### src/rtl/sd_inh_pkg.sv
package sd_inh_pkg;

  // Kind of the current data inhibit episode.
  typedef enum logic [1:0] {
    EPI_IDLE = 2'd0,
    EPI_BUSY = 2'd1,
    EPI_XFER = 2'd2
  } dat_epi_e;

  // Bit positions of the interrupt vector used inside the top.
  localparam int unsigned IRQ_CMD  = 0;
  localparam int unsigned IRQ_XFER = 1;
  localparam int unsigned IRQ_W    = 2;

endpackage

### src/rtl/sd_inh_rsp_qual.sv
module sd_inh_rsp_qual (
  input  logic rsp_i,
  input  logic autostop_i,
  input  logic conflict_i,
  input  logic miss_i,
  output logic clr_o
);
  // A response releases the command inhibit bit only when it belongs to a
  // host-issued command and no blocking error is present.
  logic blocked;
  always_comb begin
    blocked = autostop_i | conflict_i | miss_i;
    clr_o   = rsp_i & ~blocked;
  end
endmodule

### src/rtl/sd_inh_cmd_track.sv
module sd_inh_cmd_track (
  input  logic clk,
  input  logic rst,
  input  logic set_i,
  input  logic clr_i,
  output logic inh_o,
  output logic done_o
);
  logic inh_q, inh_d;
  logic done_q;

  // Set has priority over clear.
  always_comb begin
    if (set_i)      inh_d = 1'b1;
    else if (clr_i) inh_d = 1'b0;
    else            inh_d = inh_q;
  end

  always_ff @(posedge clk) begin
    if (rst) begin
      inh_q  <= 1'b0;
      done_q <= 1'b0;
    end else begin
      inh_q  <= inh_d;
      done_q <= inh_q & ~inh_d;
    end
  end

  assign inh_o  = inh_q;
  assign done_o = done_q;
endmodule

### src/rtl/sd_inh_dat_track.sv
module sd_inh_dat_track
  import sd_inh_pkg::*;
(
  input  logic clk,
  input  logic rst,
  input  logic xfer_wr_i,
  input  logic busy_sig_i,
  input  logic line_act_i,
  input  logic rd_act_i,
  output logic inh_o,
  output logic done_o
);
  logic     inh_q;
  logic     busy_q, busy_sel;
  logic     act_now;
  logic     done_q;
  dat_epi_e epi_q, epi_d;

  always_comb begin
    act_now  = line_act_i | rd_act_i;
    busy_sel = xfer_wr_i ? busy_sig_i : busy_q;
    epi_d    = epi_q;
    if (!act_now)     epi_d = EPI_IDLE;
    else if (rd_act_i) epi_d = EPI_XFER;
    else if (!inh_q)  epi_d = busy_sel ? EPI_BUSY : EPI_XFER;
  end

  always_ff @(posedge clk) begin
    if (rst) begin
      inh_q  <= 1'b0;
      busy_q <= 1'b0;
      done_q <= 1'b0;
      epi_q  <= EPI_IDLE;
    end else begin
      inh_q  <= act_now;
      busy_q <= busy_sel;
      done_q <= inh_q & ~act_now & (epi_q != EPI_BUSY);
      epi_q  <= epi_d;
    end
  end

  assign inh_o  = inh_q;
  assign done_o = done_q;
endmodule

### src/rtl/sd_inhibit_tracker.sv
module sd_inhibit_tracker
  import sd_inh_pkg::*;
(
  input  logic clk,
  input  logic rst,
  input  logic xfer_wr_i,
  input  logic rsp_rcvd_i,
  input  logic rsp_autostop_i,
  input  logic cmd_conflict_err_i,
  input  logic autostop_miss_err_i,
  input  logic cmd_busy_sig_i,
  input  logic dat_line_act_i,
  input  logic rd_xfer_act_i,
  output logic cmd_inhibit_o,
  output logic dat_inhibit_o,
  output logic cmd_done_o,
  output logic xfer_done_o,
  output logic cmd_only_ok_o,
  output logic dat_cmd_ok_o
);
  logic              cmd_clr;
  logic              cmd_inh, dat_inh;
  logic [IRQ_W-1:0]  irq;

  sd_inh_rsp_qual u_qual (
    .rsp_i      (rsp_rcvd_i),
    .autostop_i (rsp_autostop_i),
    .conflict_i (cmd_conflict_err_i),
    .miss_i     (autostop_miss_err_i),
    .clr_o      (cmd_clr)
  );

  sd_inh_cmd_track u_cmd (
    .clk    (clk),
    .rst    (rst),
    .set_i  (xfer_wr_i),
    .clr_i  (cmd_clr),
    .inh_o  (cmd_inh),
    .done_o (irq[IRQ_CMD])
  );

  sd_inh_dat_track u_dat (
    .clk        (clk),
    .rst        (rst),
    .xfer_wr_i  (xfer_wr_i),
    .busy_sig_i (cmd_busy_sig_i),
    .line_act_i (dat_line_act_i),
    .rd_act_i   (rd_xfer_act_i),
    .inh_o      (dat_inh),
    .done_o     (irq[IRQ_XFER])
  );

  assign cmd_inhibit_o = cmd_inh;
  assign dat_inhibit_o = dat_inh;
  assign cmd_done_o    = irq[IRQ_CMD];
  assign xfer_done_o   = irq[IRQ_XFER];
  assign cmd_only_ok_o = ~cmd_inh;
  assign dat_cmd_ok_o  = ~(cmd_inh | dat_inh);
endmodule

### config.mk
export PLATFORM = sky130hd
export DESIGN_NAME = sd_inhibit_tracker
export DESIGN_NICKNAME = d
export VERILOG_FILES = /design/src/rtl/sd_inh_pkg.sv /design/src/rtl/sd_inh_rsp_qual.sv /design/src/rtl/sd_inh_cmd_track.sv /design/src/rtl/sd_inh_dat_track.sv /design/src/rtl/sd_inhibit_tracker.sv
export SDC_FILE = /design/constraint.sdc
export NUM_CORES = 1
export LEC_CHECK = 0
export ABC_CLOCK_PERIOD_IN_PS = 3190
export BUFFER_PORTS_ARGS = -buffer_cell sky130_fd_sc_hd__buf_2
export CORE_AREA = 2 2 39 41
export CTS_CLUSTER_SIZE = 28
export DETAILED_ROUTE_END_ITERATION = 12
export DIE_AREA = 0 0 41 43
export MAX_ROUTING_LAYER = met4
export PLACE_DENSITY = 0.47
export SYNTH_ARGS = -nofsm -noshare
export SYNTH_HDL_FRONTEND = slang
export SYNTH_SLANG_ARGS = --single-unit
### constraint.sdc
create_clock -name clk -period 3.19 [get_ports clk]
set_clock_uncertainty 0.05 [all_clocks]
set_input_delay 0.638 -clock clk [delete_from_list [all_inputs] [get_ports clk]]
set_output_delay 0.638 -clock clk [all_outputs]
set_load 0.02 [all_outputs]
# Word level (Yosys, flattened, before mapping)
# Index checks and enable logic that the tools add are counted.
[word_totals]
input_bits = 10
output_inout_bits = 6
register_bits = 7
elab_cells = 30
[op_classes]
n_eq_ne = 2
n_bitwise = 13
muxes = 6
reduce_logical = 2
[op_table]
columns = ["operator", "n"]
rows = [
  ["2-to-1 mux 2 bit", 3],
  ["inverter 1 bit", 5],
  ["bitwise AND 1 bit", 4],
  ["OR 1 bit", 4],
  ["2-to-1 mux 1 bit", 3],
  ["OR reduction 3 bit", 1],
  ["inequality test 2 x 1 -> 1 bit, second input constant", 1],
  ["inequality test 2 bit, second input constant", 1],
  ["OR reduction 2 bit", 1],
]

# Logic depth before layout (Yosys ltp)
# Gate-level depths: netlist (run 1).
[logic_depth]
depth_word = 8
depth_mapped = 3
ltp_nobuf = 3

# Hierarchy
# A second synthesis (run 1) with hierarchy kept.
[hier_totals]
cells_unflattened = 27
hier_area_um2 = 262.8
[by_module_without_submodules]
columns = ["module", "cells_per_inst", "area_each_um2", "instances", "seq_area_each_um2"]
rows = [
  ["sd_inh_dat_track", 17, 172.7, 1, 100.1],
  ["sd_inh_cmd_track", 7, 67.6, 1, 40.0],
  ["sd_inh_rsp_qual", 1, 15.0, 1, 0.0],
  ["sd_inhibit_tracker", 2, 7.5, 1, 0.0],
]

# Worst setup path after synthesis (run 1)
# Ideal clock, no wire load.
[synth_timing]
path_kind = "input -> register"
startpoint = "input cmd_conflict_err_i"
endpoint = "register u_cmd.inh_q, in the netlist u_cmd.inh_o"
setup_ns = 0.112
cell_stages = 3
path_buffers = 0
required_ns = 3.028
arrival_ns = 1.343
path_slack_ns = 1.686
cell_sequence = "or4b_4 a21oi_2 nor2_1"
[synth_between]
elab_chain_len = 6
[synth_rtl]
columns = ["item", "line_no", "rtl"]
rows = [
  ["start: declaration", "sd_inhibit_tracker.sv:9", "input logic cmd_conflict_err_i,"],
  ["OR 1 bit (2 in a row)", "sd_inh_rsp_qual.sv:12", "blocked = autostop_i | conflict_i | miss_i;"],
  ["inverter 1 bit", "sd_inh_rsp_qual.sv:13", "clr_o = rsp_i & ~blocked;"],
  ["bitwise AND 1 bit", "sd_inh_rsp_qual.sv:13", ""],
  ["2-to-1 mux 1 bit", "sd_inh_cmd_track.sv:15", "else if (clr_i) inh_d = 1'b0;"],
  ["2-to-1 mux 1 bit", "sd_inh_cmd_track.sv:14", "if (set_i) inh_d = 1'b1;"],
  ["end signal: assignment", "sd_inh_cmd_track.sv:24", "inh_q <= inh_d;"],
  ["end: declaration", "sd_inh_cmd_track.sv:9", "logic inh_q, inh_d;"],
]
# No other way between the ends.
# A chain may end at the register's enable or synchronous reset.

# Final worst setup path (run 1)
[layout_timing]
startpoint = "register u_dat.inh_q, in the netlist u_dat.inh_o"
endpoint = "output dat_cmd_ok_o"
[layout_between]
elab_chain_len = 2
[layout_rtl]
columns = ["item", "line_no", "rtl"]
rows = [
  ["start: declaration", "sd_inh_dat_track.sv:13", "logic inh_q;"],
  ["start signal: assignment", "sd_inh_dat_track.sv:35", "inh_q <= act_now;"],
  ["OR 1 bit", "sd_inhibit_tracker.sv:58", "assign dat_cmd_ok_o = ~(cmd_inh | dat_inh);"],
  ["inverter 1 bit", "sd_inhibit_tracker.sv:58", ""],
  ["end: declaration", "sd_inhibit_tracker.sv:19", "output logic dat_cmd_ok_o"],
]
# No other way between the ends.

==> metrics.md, run 1 <==
| Metric | Value |
|---|---|
| Outcome | `finished, final reports clean` |
| Initial DRC count | `5` |
| Max Slew Vio Count | `0` |
| # resized after CTS | `0` |
| Final hold vios | `0` |
| RSZ-0062 raised after global routing | `false` |
| Share of layout cells above drive strength 1 | `0.477` |
| Synth warnings | `0` |
| Post-Syn Area per Cell | `10.3 sq um` |
| Critical path capture point type | `output port` |
| Post-synthesis sequential area ratio | `0.544` |
| Fill cells | `150` |
| Hold depth | `2` |
| Pre-CTS WS | `1.56 ns` |
| Grt ovf | `0` |
| CP delay by family, top | `flip-flops` |
| Most common cell after layout, fill and taps aside | `buf_2` |
| Worst R2R Start | `u_dat.busy_q` |
| CTS Sinks | `7` |
| Post-Synth Simple-Gate Area | `0.286` |
| Mapped Cells | `25` |
| Dpl cell area | `353 sq um` |
| Final setup viols | `0` |
| Routed wire length | `537 um` |
| Critical Path Start Type | `register` |
| Final HPWL DP | `428 um` |
| # diodes | `0` |
| Clk_lat worst skew | `0.25 ns` |
| Via density | `3.88` |
| Mapped Area | `258 sq um` |
| DIE AREA | `1760 sq um` |
| DR vias | `233` |
| Slowest-stage cell, CP | `dfxtp_1` |
| Fin nets | `55` |
| Non-filler cells in the finished layout | `60` |
| Hold Path Class | `register to register` |
| Number of port buffers | `15` |
| IO Count | `16` |
| Postcts setup bufs | `0` |
| Minimum clock period | `1.55 ns` |
| Setup tns final | `0 ns` |
| Synthesis-to-layout area growth | `47.1%` |
| Most frequent cells in the layout | `buf_2 (15), dfxtp_1 (7), nor2_1 (5)` |
| Crit. path cell count | `2` |
| Leakage power | `0.184 nW` |
| Dpl cells | `56` |
| First-pass GRT wire length | `731 um` |
| Total power | `199 uW` |
| Remaining DRCs | `0` |
| Clock buffer depth | `2` |
| CP arrival | `0.86 ns` |
| Worst reg2reg setup slack | `2.25 ns` |
| H-Tree Depth | `1` |
| Design Area, Final | `379 sq um` |
| Fin util | `0.274` |
| Hold Startpoint | `u_dat.busy_q` |
| Vias in the first global route | `190` |
| Compound-Gate Fraction of Synth Area | `0.102` |
| Max Cap Viol | `0` |
| Mux cell area share after synthesis | `0.0388` |
| Wirelength per Cell | `8.95 um` |
| Post-DRT Antenna Nets | `0` |
| Synth Register Bits | `7` |
| Row Count | `14` |
| Routability cong. | `0.663` |
| Slowest stage delay, CP | `0.40 ns` |
| Clock transition at the registers of the reported paths | `0.05 ns` |
| Largest net degree at the start of global routing | `7` |
| GRT Total Usage | `0.0692` |
| CTS tree | `done` |
| Required time worst endpoint | `2.50 ns` |
| Crit path max fanout | `6` |
| Setup slack after layout | `1.64 ns` |
| Critical path class | `register to output port` |
| XOR/XNOR Fraction of Synth Area | `0` |
| Die width | `41 um` |
| Netlist cell types | `12` |
| CP cell instances | `nor2_1 -> buf_2` |
| Starting density of the core | `0.186` |
| Reg-to-reg endpoint | `u_dat.epi_q[0]` |
| Final Cycle Share | `0.487` |
| CORE AREA | `1380 sq um` |
| CP bufs+invs | `1` |
| Hold WS | `0.456 ns` |
| First-pass DRT Iterations | `4` |
| CTS Buf Count | `3` |
| Worst Hold End | `u_dat.busy_q` |
| Die Ht | `43 um` |
| Net Count, Synth | `35` |
| Post-Synth Adder-Cell Area | `0` |
| CTS Root Cell | `clkbuf_4` |
| Initial antenna violation count | `0` |
| Main combinational cell family by area after synthesis | `simple AND/OR/NAND/NOR gates` |
| PD cells | `526 nW/um^2` |
| Least-Margin Pin Slew | `0.226 ns` |
| Fmax | `644 MHz` |
| Slew HR | `0.845` |
| CTS Hold Bufs | `0` |
| Worst reg2reg path depth | `3` |
| Worst VDD drop | `321 uV` |
-- layer usage --
layer / up-vias / global-route usage / part of all wire
met5: - / - / 0
met4: 0 / 0.0200 / 0
met3: 0 / 0.0785 / 0.18
met2: 18 / 0.0750 / 0.34
met1: 92 / 0.0814 / 0.48
li1: 123 / - / -
-- state kept, by name, indices dropped and copies added, names as in the netlist --
register      cells
u_cmd.done_o      1
u_dat.inh_o       1
u_dat.done_o      1
u_dat.busy_q      1
u_cmd.inh_o       1
u_dat.epi_q       2
-- worst min-delay path, cell delays in order, from the launching register on --
cell and delay [ns]:
dfxtp_1 0.30, mux2i_1 0.09, nor2_1 0.08
-- synthesized netlist by cell type --
cell / n / area (sq um)
a21boi_1: 1 / 7.51
nor4_2: 1 / 12.5
dfxtp_1: 7 / 140
or4b_4: 1 / 13.8
mux2i_1: 1 / 10.0
a21oi_1: 2 / 10.0
and3_1: 1 / 6.26
nand2b_1: 2 / 12.5
a21oi_2: 1 / 8.76
inv_1: 2 / 7.51
and4b_1: 1 / 10.0
nor2_1: 5 / 18.8
-- cell families after synthesis --
logic type	Yosys count
buffers and inverters	2
AOI/OAI and AO/OA	4
and+or+nand+nor	11
muxes	1
DFF	7
-- power breakdown --
group          internal [mW]  switching [mW]
Sequential            0.0920         0.00297
Clock                 0.0476          0.0306
Combinational         0.0118          0.0144
-- how the worst max path moves through the flow --
| stage | endpoint | slack (ns) | from |
|---|---|---|---|
| finish | dat_cmd_ok_o | 1.64 | u_dat.inh_o |
| global route | dat_cmd_ok_o | 1.57 | u_dat.inh_o |
| CTS | dat_cmd_ok_o | 1.62 | u_dat.inh_o |
| detailed placement | u_cmd.inh_o | 1.56 | cmd_conflict_err_i |
| global placement | u_cmd.inh_o | 1.56 | cmd_conflict_err_i |
| floorplan | u_cmd.inh_o | 1.69 | cmd_conflict_err_i |
-- layout make-up --
class | count | area [sq um] | share of cell area
flip-flops and latches | 7 | 140 | 0.370
multi-input cells | 16 | 110 | 0.290
repair buffers | 15 | 75.1 | 0.198
clock buffers | 4 | 26.3 | 0.0693
well taps | 16 | 20.0 | 0.0528
inverters | 2 | 7.51 | 0.0198
Note: power is estimated with default switching activity, not from simulation.
==> inputs of run 2 (changes only) <==
Settings changed: ABC_CLOCK_PERIOD_IN_PS 3190 to 1350, PLACE_DENSITY 0.47 to 0.49.
Clock period 3.19 ns to 1.35 ns, I/O delays scaled along.
==> metrics.md, run 2 (synthesized netlist as in run 1, its figures left out) <==
| Metric | Value |
|---|---|
| Outcome | `finished, final reports clean` |
| Worst VDD drop | `460 uV (+43%)` |
| CTS Buf Count | `3 (unchanged)` |
| Largest Register | `u_dat.epi_q` |
| Hold Path Class | `primary input to register` |
| Leakage power | `0.184 nW (unchanged)` |
| RSZ-0062 raised after global routing | `false` |
| Slew HR | `0.858 (+0.0130)` |
| Final hold vios | `0 (unchanged)` |
| Initial DRC count | `3 (-2)` |
| DIE AREA | `1760 sq um (unchanged)` |
| Final setup viols | `0 (unchanged)` |
| Remaining DRCs | `0 (unchanged)` |
| Routed wire length | `508 um (-5.4%)` |
| Design Area, Final | `379 sq um (unchanged)` |
| Starting density of the core | `0.186 (unchanged)` |
| CTS Hold Bufs | `0 (unchanged)` |
| Fmax | `836 MHz` |
| Final HPWL DP | `420 um (-1.9%)` |
| Critical path class | `register to output port` |
| CTS tree | `done` |
| Clock transition at the registers of the reported paths | `0.05 ns (about the same)` |
| Die width | `41 um (unchanged)` |
| # diodes | `0 (unchanged)` |
| Initial antenna violation count | `0 (unchanged)` |
| IO Count | `16 (unchanged)` |
| CORE AREA | `1380 sq um (unchanged)` |
| Required time worst endpoint | `1.03 ns (-1.47 ns)` |
| Largest register FFs | `2 (unchanged)` |
| Post-DRT Antenna Nets | `0 (unchanged)` |
| Clk_lat worst skew | `0.25 ns (about the same)` |
| Share of layout cells above drive strength 1 | `0.477 (unchanged)` |
| # resized after CTS | `0 (unchanged)` |
| Row Count | `14 (unchanged)` |
| Dpl cell area | `353 sq um (unchanged)` |
| Max Slew Vio Count | `0 (unchanged)` |
| Postcts setup bufs | `0 (unchanged)` |
| Final Cycle Share | `0.886` |
| Most frequent cells in the layout | `buf_2 (15), dfxtp_1 (7), nor2_1 (5)` |
| Routability cong. | `0.607 (-8.4%)` |
| DR vias | `228 (-2.1%)` |
| Setup tns final | `0 ns (unchanged)` |
| PD cells | `1240 nW/um^2 (+140%)` |
| Crit path max fanout | `6 (unchanged)` |
| Clock buffer depth | `2 (unchanged)` |
| First-pass GRT wire length | `738 um (+0.96%)` |
| First-pass DRT Iterations | `2 (-2)` |
| Synthesis-to-layout area growth | `47.1% (unchanged)` |
| Largest net degree at the start of global routing | `7 (unchanged)` |
| CTS Sinks | `7 (unchanged)` |
| Critical path capture point type | `output port` |
| Least-Margin Pin Slew | `0.207 ns (-0.0189 ns)` |
| Number of port buffers | `15 (unchanged)` |
| Fin nets | `55 (unchanged)` |
| CP arrival | `0.88 ns (+0.02 ns)` |
| GRT Total Usage | `0.0723 (+0.00310)` |
| Max Cap Viol | `0 (unchanged)` |
| Most common cell after layout, fill and taps aside | `buf_2` |
| CTS Root Cell | `clkbuf_4` |
| Critical Path Start Type | `register` |
| Minimum clock period | `1.20 ns` |
| Wirelength per Cell | `8.47 um (-5.4%)` |
| Vias in the first global route | `188 (-1.1%)` |
| H-Tree Depth | `1 (unchanged)` |
| Grt ovf | `0 (unchanged)` |
| Via density | `3.80 (-2.1%)` |
| Die Ht | `43 um (unchanged)` |
-- run 2: cell type report --
| type | count | area, sq um |
|---|---|---|
| tap | 16 | 20.0 |
| timing repair buffer | 15 | 75.1 |
| multi-input combinational | 16 | 110 |
| clock buffer | 4 | 26.3 |
| fill | 153 | 1000 |
| inverter | 2 | 7.51 |
| sequential | 7 | 140 |
-- run 2: path summary, 6_finish.rpt --
check	from	to	slack, ns	cells past startpoint
worst max-delay path	u_dat.inh_o	dat_cmd_ok_o	0.15	2
worst min-delay path	xfer_wr_i	u_cmd.done_o	0.19	2
worst max register to register	u_dat.busy_q	u_dat.epi_q[0]	0.44	3
worst min register to register	u_dat.busy_q	u_dat.busy_q	0.45	2
-- run 2: worst max-delay path, cell delays in order (launching register included) --
cell and delay [ns]:
dfxtp_1 0.41, nor2_1 0.07, buf_2 0.16
-- run 2: routing by layer --
metal  routed length (um)  GRT usage  up-vias
li1                     -          -      122
met1                  221     0.0749       86
met2                  169     0.0813       20
met3                  116     0.0785        0
met4                    0     0.0400        0
met5                    0          -        -
-- run 2: power by group --
| group | total (mW) | switching [mW] | internal (mW) | leakage (nW) |
|---|---|---|---|---|
| combinational | 0.0610 | 0.0332 | 0.0278 | 0.111 |
| clock | 0.183 | 0.0706 | 0.112 | 0.0150 |
| sequential | 0.225 | 0.00736 | 0.218 | 0.0577 |
| total | 0.469 | 0.111 | 0.358 | 0.184 |
-- run 2: stage by stage --
| stage | hold WS [ns] | std cells | setup WS [ns] | power, mW | utilization |
|---|---|---|---|---|---|
| global placement | 0.429 | 56 | 0.0864 | 0.291 | 0.255 |
| floorplan | 0.290 | 25 | 0.214 | 0.261 | - |
| global route | 0.178 | 60 | 0.102 | 0.504 | 0.274 |
| finish | 0.192 | 60 | 0.154 | 0.469 | 0.274 |
| CTS | 0.184 | 60 | 0.138 | 0.483 | 0.274 |
| detailed placement | 0.436 | 56 | 0.0838 | 0.291 | 0.255 |
==> inputs of run 3 (changes only) <==
Settings changed: ABC_CLOCK_PERIOD_IN_PS 1350 to 1310, CTS_CLUSTER_DIAMETER from default to 50, CTS_CLUSTER_SIZE 28 to default, PLACE_DENSITY 0.49 to 0.47.
Clock period 1.35 ns to 1.31 ns, I/O delays scaled along.
==> metrics.md, run 3 (synthesized netlist as in run 1, its figures left out) <==
| Metric | Value |
|---|---|
| Crit path max fanout | `6 (unchanged)` |
| Final Cycle Share | `0.904` |
| Share of layout cells above drive strength 1 | `0.477 (unchanged)` |
| Largest Register | `u_dat.epi_q` |
| Initial antenna violation count | `0 (unchanged)` |
| Worst reg2reg setup slack | `0.43 ns (about the same)` |
| Clock transition at the registers of the reported paths | `0.05 ns (about the same)` |
| Required time worst endpoint | `1.00 ns (-0.03 ns)` |
| Worst Hold End | `u_cmd.done_o` |
| Critical path capture point type | `output port` |
| Worst R2R Start | `u_dat.busy_q` |
| Worst reg2reg path depth | `3 (unchanged)` |
| CTS Buf Count | `3 (unchanged)` |
| Non-filler cells in the finished layout | `60 (unchanged)` |
| DR vias | `238 (+4.4%)` |
| CTS Hold Bufs | `0 (unchanged)` |
| Row Count | `14 (unchanged)` |
| Slew HR | `0.871 (+0.0126)` |
| Number of port buffers | `15 (unchanged)` |
| Routability cong. | `0.621 (+2.2%)` |
| DIE AREA | `1760 sq um (unchanged)` |
| Grt ovf | `0 (unchanged)` |
| Via density | `3.97 (+4.4%)` |
| Largest net degree at the start of global routing | `7 (unchanged)` |
| H-Tree Depth | `1 (unchanged)` |
| Synthesis-to-layout area growth | `47.1% (unchanged)` |
| Remaining DRCs | `0 (unchanged)` |
| Setup tns final | `0 ns (unchanged)` |
| Most common cell after layout, fill and taps aside | `buf_2` |
| Hold Path Class | `primary input to register` |
| Largest register FFs | `2 (unchanged)` |
| RSZ-0062 raised after global routing | `false` |
| Hold depth | `2 (unchanged)` |
| Post-DRT Antenna Nets | `0 (unchanged)` |
| Die width | `41 um (unchanged)` |
| Clock buffer depth | `2 (unchanged)` |
| CP arrival | `0.87 ns (about the same)` |
| Hold Startpoint | `xfer_wr_i` |
| CP cell instances | `nor2_1 -> buf_2` |
| Final hold vios | `0 (unchanged)` |
| Starting density of the core | `0.186 (unchanged)` |
| Outcome | `finished, final reports clean` |
| Critical Path Start Type | `register` |
| CP bufs+invs | `1 (unchanged)` |
| CORE AREA | `1380 sq um (unchanged)` |
| Wirelength per Cell | `8.92 um (+5.3%)` |
| # diodes | `0 (unchanged)` |
| Most frequent cells in the layout | `buf_2 (15), dfxtp_1 (7), nor2_1 (5)` |
| Vias in the first global route | `193 (+2.7%)` |
| CTS tree | `done` |
| Fmax | `844 MHz` |
| CTS Root Cell | `clkbuf_4` |
| Worst VDD drop | `493 uV (+7.2%)` |
| Critical path class | `register to output port` |
| Postcts setup bufs | `0 (unchanged)` |
| Final HPWL DP | `436 um (+3.9%)` |
| Reg-to-reg endpoint | `u_dat.epi_q[0]` |
| Die Ht | `43 um (unchanged)` |
| CP delay by family, top | `flip-flops` |
| GRT Total Usage | `0.0775 (+0.00517)` |
| First-pass GRT wire length | `793 um (+7.5%)` |
| Minimum clock period | `1.18 ns` |
| Slowest-stage cell, CP | `dfxtp_1` |
| Clk_lat worst skew | `0.24 ns (about the same)` |
| Max Slew Vio Count | `0 (unchanged)` |
| # resized after CTS | `0 (unchanged)` |
| CTS Sinks | `7 (unchanged)` |
| Initial DRC count | `5 (+2)` |
| Least-Margin Pin Slew | `0.188 ns (-0.0184 ns)` |
| First-pass DRT Iterations | `2 (unchanged)` |
| PD cells | `1270 nW/um^2 (+3.0%)` |
| IO Count | `16 (unchanged)` |
| Leakage power | `0.184 nW (unchanged)` |
| Routed wire length | `535 um (+5.3%)` |
| Fin nets | `55 (unchanged)` |
| Dpl cells | `56 (unchanged)` |
| Slowest stage delay, CP | `0.41 ns (about the same)` |
| Max Cap Viol | `0 (unchanged)` |
| Final setup viols | `0 (unchanged)` |
-- run 3: area by class of cell --
class / count / area, sq um
fillers: 150 / 1000
inverters: 2 / 7.51
well taps: 16 / 20.0
flip-flops and latches: 7 / 140
repair buffers: 15 / 75.1
multi-input cells: 16 / 110
clock buffers: 4 / 26.3
-- run 3: metrics by stage --
stage	utilization	power (mW)	setup slack [ns]	hold WS, ns	instance area, sq um
after floorplan	-	0.269	0.182	0.282	258
after global placement	0.255	0.300	0.0602	0.435	353
after detailed placement	0.255	0.299	0.0447	0.445	353
after CTS	0.274	0.497	0.116	0.182	379
after global routing	0.274	0.517	0.0536	0.194	379
final	0.274	0.483	0.126	0.193	379
-- run 3: worst register-to-register path, cell delays in order, from the launching register on --
cell and delay [ns]:
dfxtp_1 0.29, mux2i_1 0.17, nand2b_1 0.10, and3_1 0.17
-- run 3: worst max path at each step --
stage / start / to / slack (ns) / depth (start not counted)
floorplan: cmd_conflict_err_i / u_cmd.inh_o / 0.18 / 3
global placement: cmd_conflict_err_i / u_cmd.inh_o / 0.06 / 4
detailed placement: cmd_conflict_err_i / u_cmd.inh_o / 0.04 / 4
CTS: u_dat.inh_o / dat_cmd_ok_o / 0.12 / 2
global route: u_dat.inh_o / dat_cmd_ok_o / 0.05 / 2
finish: u_dat.inh_o / dat_cmd_ok_o / 0.13 / 2
-- run 3: power breakdown --
part / internal [mW] / switching, mW / leakage, nW
clock: 0.116 / 0.0724 / 0.0150
combinational: 0.0286 / 0.0347 / 0.111
sequential: 0.224 / 0.00719 / 0.0577
total: 0.369 / 0.114 / 0.184
-- run 3: layer usage --
layer | track usage | wire [um] | vias up
met5 | - | 0 | -
met4 | 0.0400 | 0 | 0
met3 | 0.0785 | 97 | 0
met2 | 0.0750 | 174 | 18
met1 | 0.0977 | 263 | 97
li1 | - | - | 123
